[src/rtl/pwm3_buffered.sv]
module pwm3_buffered #(
  parameter int CW   = 16,
  parameter int SELW = 3
) (
  input  logic            clk,
  input  logic            rst_n,
  input  logic            en,
  input  logic [SELW-1:0] clk_sel,
  input  logic            wr_en,
  input  logic [1:0]      wr_addr,
  input  logic [CW-1:0]   wr_data,
  output logic [2:0]      pwm_out
);
  localparam int PSW = (1 << SELW) - 1;

  logic [3:0][CW-1:0] stg;
  logic [3:0][CW-1:0] act;
  logic [CW-1:0]      cnt;
  logic [PSW-1:0]     pre_cnt;
  logic               armed;
  logic               run_q;

  wire [PSW-1:0] pre_mask = ~({PSW{1'b1}} << clk_sel);
  wire           tick     = run_q && ((pre_cnt & pre_mask) == pre_mask);
  wire           wrap     = tick && (cnt >= act[0]);
  wire           commit   = wr_en && (wr_addr == 2'd1);

  always_ff @(posedge clk or negedge rst_n) begin
    if (!rst_n) begin
      stg <= '0;
    end else if (wr_en) begin
      stg[wr_addr] <= wr_data;
    end
  end

  always_ff @(posedge clk or negedge rst_n) begin
    if (!rst_n) begin
      run_q   <= 1'b0;
      cnt     <= '0;
      pre_cnt <= '0;
      act     <= '0;
      armed   <= 1'b0;
    end else begin
      run_q <= en;
      if (!en) begin
        cnt     <= '0;
        pre_cnt <= '0;
        armed   <= armed | commit;
      end else if (!run_q) begin
        cnt     <= '0;
        pre_cnt <= '0;
        act     <= stg;
        armed   <= commit;
      end else begin
        pre_cnt <= pre_cnt + 1'b1;
        if (tick) cnt <= wrap ? '0 : cnt + 1'b1;
        if (wrap && armed) begin
          act   <= stg;
          armed <= commit;
        end else begin
          armed <= armed | commit;
        end
      end
    end
  end

  for (genvar k = 0; k < 3; k++) begin : g_cmp
    assign pwm_out[k] = run_q && (cnt < act[k+1]);
  end
endmodule

[config.mk]
export PLATFORM = sky130hd
export DESIGN_NAME = pwm3_buffered
export DESIGN_NICKNAME = d
export VERILOG_FILES = /design/src/rtl/pwm3_buffered.sv
export SDC_FILE = /design/constraint.sdc
export NUM_CORES = 1
export LEC_CHECK = 0
export ABC_AREA = 1
export BUFFER_PORTS_ARGS = -buffer_cell sky130_fd_sc_hd__buf_2
export CORE_ASPECT_RATIO = 1.75
export CORE_MARGIN = 2
export CORE_UTILIZATION = 41
export DETAILED_ROUTE_END_ITERATION = 8
export HOLD_SLACK_MARGIN = 0.05
export PLACE_DENSITY = 0.64
export SLEW_MARGIN = 20
export SYNTH_ARGS = -nofsm -noshare
export SYNTH_HDL_FRONTEND = slang
export SYNTH_SLANG_ARGS = --single-unit
[constraint.sdc]
create_clock -name clk -period 2.12 [get_ports clk]
set_clock_uncertainty 0.05 [all_clocks]
set_input_delay 0.106 -clock clk [delete_from_list [all_inputs] [get_ports clk]]
set_output_delay 0.106 -clock clk [all_outputs]
set_load 0.02 [all_outputs]
* Yosys cells after proc, flatten, opt, wreduce, memory -nomap -nowiden *
Cells that the tools add are included.

cells by class
  magnitude comparators = 6
  muxes and demuxes = 14
  reduce and logical (&&, ||, !) cells = 9
  eq/ne operators = 4
  shifts and indexed selects = 1
  bitwise operators = 3
  add/subtract/negate cells = 2

operators with widths
  operator                                                                             count
  64-bit 2-to-1 mux                                                                    2
  16-bit 2-to-1 mux                                                                    5
  64-bit bitwise mux                                                                   1
  16-bit < comparator                                                                  3
  16-bit demux with 2-bit select                                                       1
  16-bit by 1-bit adder with 16-bit output, second input constant                      1
  16-bit greater-or-equal comparator                                                   1
  7-bit 2-to-1 mux                                                                     2
  1-bit logical AND                                                                    8
  7-bit by 1-bit adder with 7-bit output, second input constant                        1
  7-bit AND                                                                            1
  7-bit equality test                                                                  1
  7-bit inverter                                                                       1
  7-bit by 3-bit << shifter with 7-bit output, first input constant                    1
  2-bit by 3-bit < comparator with 1-bit output, second input constant                 1
  1-bit 2-to-1 mux                                                                     3
  3-bit by 2-bit inequality test with 1-bit output, second input constant              1
  2-bit by 1-bit equality test with 1-bit output, second input constant                1
  2-bit by 1-bit greater-or-equal comparator with 1-bit output, second input constant  1
  2-bit by 1-bit inequality test with 1-bit output, second input constant              1
  2-bit AND reduction                                                                  1
  1-bit bitwise OR                                                                     1

word-level totals
  register bits = 153
  logic and storage cells = 51
  input bits = 25
  output and inout bits = 3

* Longest topological paths before layout *
  depth in word-level cells = 10
  depth in mapped cells = 16

* Worst setup path after synthesis *
OpenSTA, ideal clock, no wires.

  path kind = reg-to-reg
  start = reg cnt[7]
  end = reg act[0] in the netlist's numbering
  path buffers = 2
  data arrival time = 1.734 ns
  slack = 0.220 ns
  cell stages (with the launch flop) = 14
  period minus slack after synthesis = 1.900 ns
  cells stage by stage = dfrtp_1 -> ha_1 -> a21oi_1 -> nand2_1 -> nor2_1 -> nand2_1 -> nand2_1 -> nand2_1 -> nand3_2 -> nand2_4 -> buf_12 -> buf_12 -> nand3_2 -> nand2_1

on the way
  longest elaborated chain between the ends = 5

ends and longest elaborated chain
  element                                                     line  source
  start: declaration                                          18    logic [CW-1:0] cnt;
  start signal: assignment                                    56    if (tick) cnt <= wrap ? '0 : cnt + 1'b1;
  16-bit greater-or-equal comparator                          25    wire wrap = tick && (cnt >= act[0]);
  1-bit logical AND                                           25
  1-bit logical AND                                           57    if (wrap && armed) begin
  2-bit by 1-bit inequality test with 1-bit output (no line)  -
  2-bit AND reduction (no line)                               -
  end signal: assignment                                      52    act <= stg;
  end signal: assignment                                      58    act <= stg;
  end: declaration                                            17    logic [3:0][CW-1:0] act;

Every way passes these cells.
A chain may end at the register's enable or synchronous reset.

* Final worst setup path *
  start = reg cnt[3]
  end = out pwm_out[0]

on the way
  longest elaborated chain between the ends = 2

ends and longest elaborated chain
  element              line  source
  16-bit < comparator  68    assign pwm_out[k] = run_q && (cnt < act[k+1]);
  1-bit logical AND    68
  end: declaration     12    output logic [2:0] pwm_out

Every way passes these cells.

==> out/metrics.cfg <==
[run_status]
status = finished, violations left
violations = negative setup slack

[placement]
place.gp.congestion = 0.920
io_buffers = 27
dpl_worst_slack_ns = -0.0217
placedCellCount = 1213
place_hpwl_mm = 13.7

[floorplanning]
rows = 68
core_region_area_sq_um = 19700
dieArea_sq_um = 21200
start_util = 0.418
die_w_um = 111
ios = 28
dieHeight_um = 191

[power]
powerDensity_nw_per_um2 = 788
internal_power_mw = 5.79
power_leakage_nw = 5.24
pwr-share-clk = 0.373
power_switching_mw = 2.48
vdd_drop_max_uv = 485
p_seq_frac = 0.439
p_sw_frac = 0.300
combPwrFrac = 0.188

[logic_synthesis]
synthMuxAreaShare = 0
yosysMostFrequentCell = nand2_1
synth_compound_area_frac = 0.0811
async_flop_share = 1.00
netlist-cell-type-count = 31
synth_nets = 1015
synth.top_cell.area_share = 0.466
synth.area.top_cells = dfrtp_1 47%, nand2_1 13%, ha_1 9.6%
synth_flop_cell = dfrtp_1
yosys.area_share.simple = 0.247
syn_area_sq_um = 8210
yosys.area_share.adder = 0.0960
ys_warn_count = 0
synth_edf_count = 0
ys_ff_latch = 153
syn_avg_cell_area_sq_um = 8.86
synth_top_family_by_area = simple AND/OR/NAND/NOR gates
yosys-top-cells-count = 278 x nand2_1, 153 x dfrtp_1, 123 x inv_1, 84 x o21ai_0, 63 x ha_1
synthXorXnorAreaFrac = 0.00960
synth_top_cell_by_area = dfrtp_1
yosysSeqAreaShare = 0.466
synthCells = 927

[clock_network]
numCtsBuffers = 17
clock_sinks = 153
cts_tree = done
h-tree-depth = 4
cts_root_buf = clkbuf_16
clk_latency_ns = 0.44
clk_path_buf_depth = 2
path_clk_slew_ns = 0.06

[setup_path]
cp_data_required_time_ns = 1.96
end_kind = output pin
cp.arrival_ns = 2.16
r2r_cells = 14
start_kind = flip-flop
worstPathMaxFanout = 3
critPathKind = reg2out

[routing]
postRouteAntennaNets = 0
wl_mm = 22.1
vias = 6588
remaining_drc_errors = 0
vias_per_cell = 5.10
drt_iter0_markers = 308
first_pass_iters = 5
post_drt_wl_per_cell_um = 17.2

[timing]
tns_ns = -4.70
finalSetupViolations = 67
setup_slack_ns = -0.200
fmax_mhz = 431
max_slew.worst_pin.slew_ns = 0.521
hold_ws_ns = 0.0658
slew_viol_final = 0
rsz0062_at_grt = true
hold_viol_final = 0
fin_crit_sh = 1.09
relSlewSlack = 0.653
finalCriticalPeriod_ns = 2.32

[global_routing]
grt_usage = 0.208
antenna_found_initial = 0
grt_pass1_vias = 6782
grt_pass1_wl_mm = 34.3
grt_max_degree = 68
grt_overflow = 0

[layout]
layout.cells.non_filler = 1291
final_core_util = 0.534
fin_nets = 1121
drive_gt1_frac = 0.271
n_antenna_cell = 0
syn_to_final_growth_pct = 27.9

[hold_path]
hold_path.class = in2async

[flow_run]
max-cap-violations = 0

[stage by stage]
stage / instance area, sq um / total power [mW]
global placement: 8740 / 4.83
finish: 10500 / 8.27
floorplan: 8210 / 4.45
CTS: 10100 / 8.14
global route: 10500 / 8.66
detailed placement: 8740 / 4.86
[logic make-up (layout without fill, tap and decap cells)]
kind of cell | count (synthesis) | in the layout
flip-flops | 153 | 153
adder cells (fa/ha/maj) | 63 | 63
AO/OA/AOI/OAI | 128 | 128
AND/OR/NAND/NOR | 416 | 417
buffers and inverters | 158 | 276
XOR/XNOR | 9 | 9
[metal layers]
layer	vias to the layer above	GRT usage	share of wire	wire, um
li1	3182	-	-	-
met2	133	0.399	0.55	12100
met5	-	0	0	0
met1	3215	0.222	0.37	8260
met4	0	0.103	0.052	1160
met3	58	0.0263	0.026	576
[power by group through the flow]
stage	logic, mW	registers, mW	clock network (mW)
final	1.55	3.63	3.08
after global routing	1.75	3.68	3.23
after CTS	1.40	3.62	3.11
after detailed placement	1.19	3.67	0
after global placement	1.16	3.67	0
after floorplan	0.861	3.59	0
[critical path: stages (launching register included)]
cell      delay [ns]
dfrtp_2         0.46
ha_4            0.29
nand2_1         0.06
o21ai_2         0.13
nand4_1         0.33
a21boi_4        0.27
nor3_4          0.06
buf_6           0.14
[state kept, by name, summed over array words and instances, names as in the netlist]
signal	cells
act	64
armed	1
cnt	16
pre_cnt	7
run_q	1
stg	64
[path summary, 6_finish.rpt]
check                                        to  slack (ns)                  from
min in group clk                armed$_DFF_PN0_        0.17                 wr_en
setup reg to reg            act[17]$_DFFE_PN0P_       -0.10   cnt[11]$_DFFE_PN0P_
hold / removal              stg[51]$_DFFE_PN0P_        0.07                 rst_n
max in group asynchronous    cnt[3]$_DFFE_PN0P_        1.12                 rst_n
hold reg to reg            pre_cnt[6]$_DFF_PN0_        0.42  pre_cnt[6]$_DFF_PN0_
setup / recovery                     pwm_out[0]       -0.20    cnt[3]$_DFFE_PN0P_
[cell type report]
cell class              instances  area [sq um]
flip-flops and latches        153          3830
repair buffers                120          1210
fillers                      1715          9150
clock buffers                  20           457
multi-input cells             617          4090
well taps                     245           307
clock inverters                12           141
inverters                     124           465
[placed cells by master, fill, tap and decap left out, types with 18 or more instances in the layout]
| cell | netlist | routed |
|---|---|---|
| nand2_1 | 278 | 263 |
| dfrtp_1 | 153 | 149 |
| inv_1 | 123 | 120 |
| o21ai_0 | 84 | 78 |
| nand3_2 | 61 | 65 |
| buf_4 | 1 | 48 |
| ha_1 | 63 | 44 |
| nor2_1 | 28 | 25 |
| buf_2 | 1 | 22 |
| clkbuf_16 | 0 | 20 |
| ha_4 | 0 | 19 |
| dlygate4sd3_1 | 0 | 18 |
[repair_timing]
action / 4_1_cts / 5_1_grt
setup buffers: 13 / 9
endpoints found under the hold margin: 218 / 0
endpoints found under the setup margin: 52 / 83
pin swaps: 18 / 27
gates cloned: 7 / 6
hold buffers: 18 / 0
resized for setup: 57 / 72
Power figures use the tool's default switching activity.
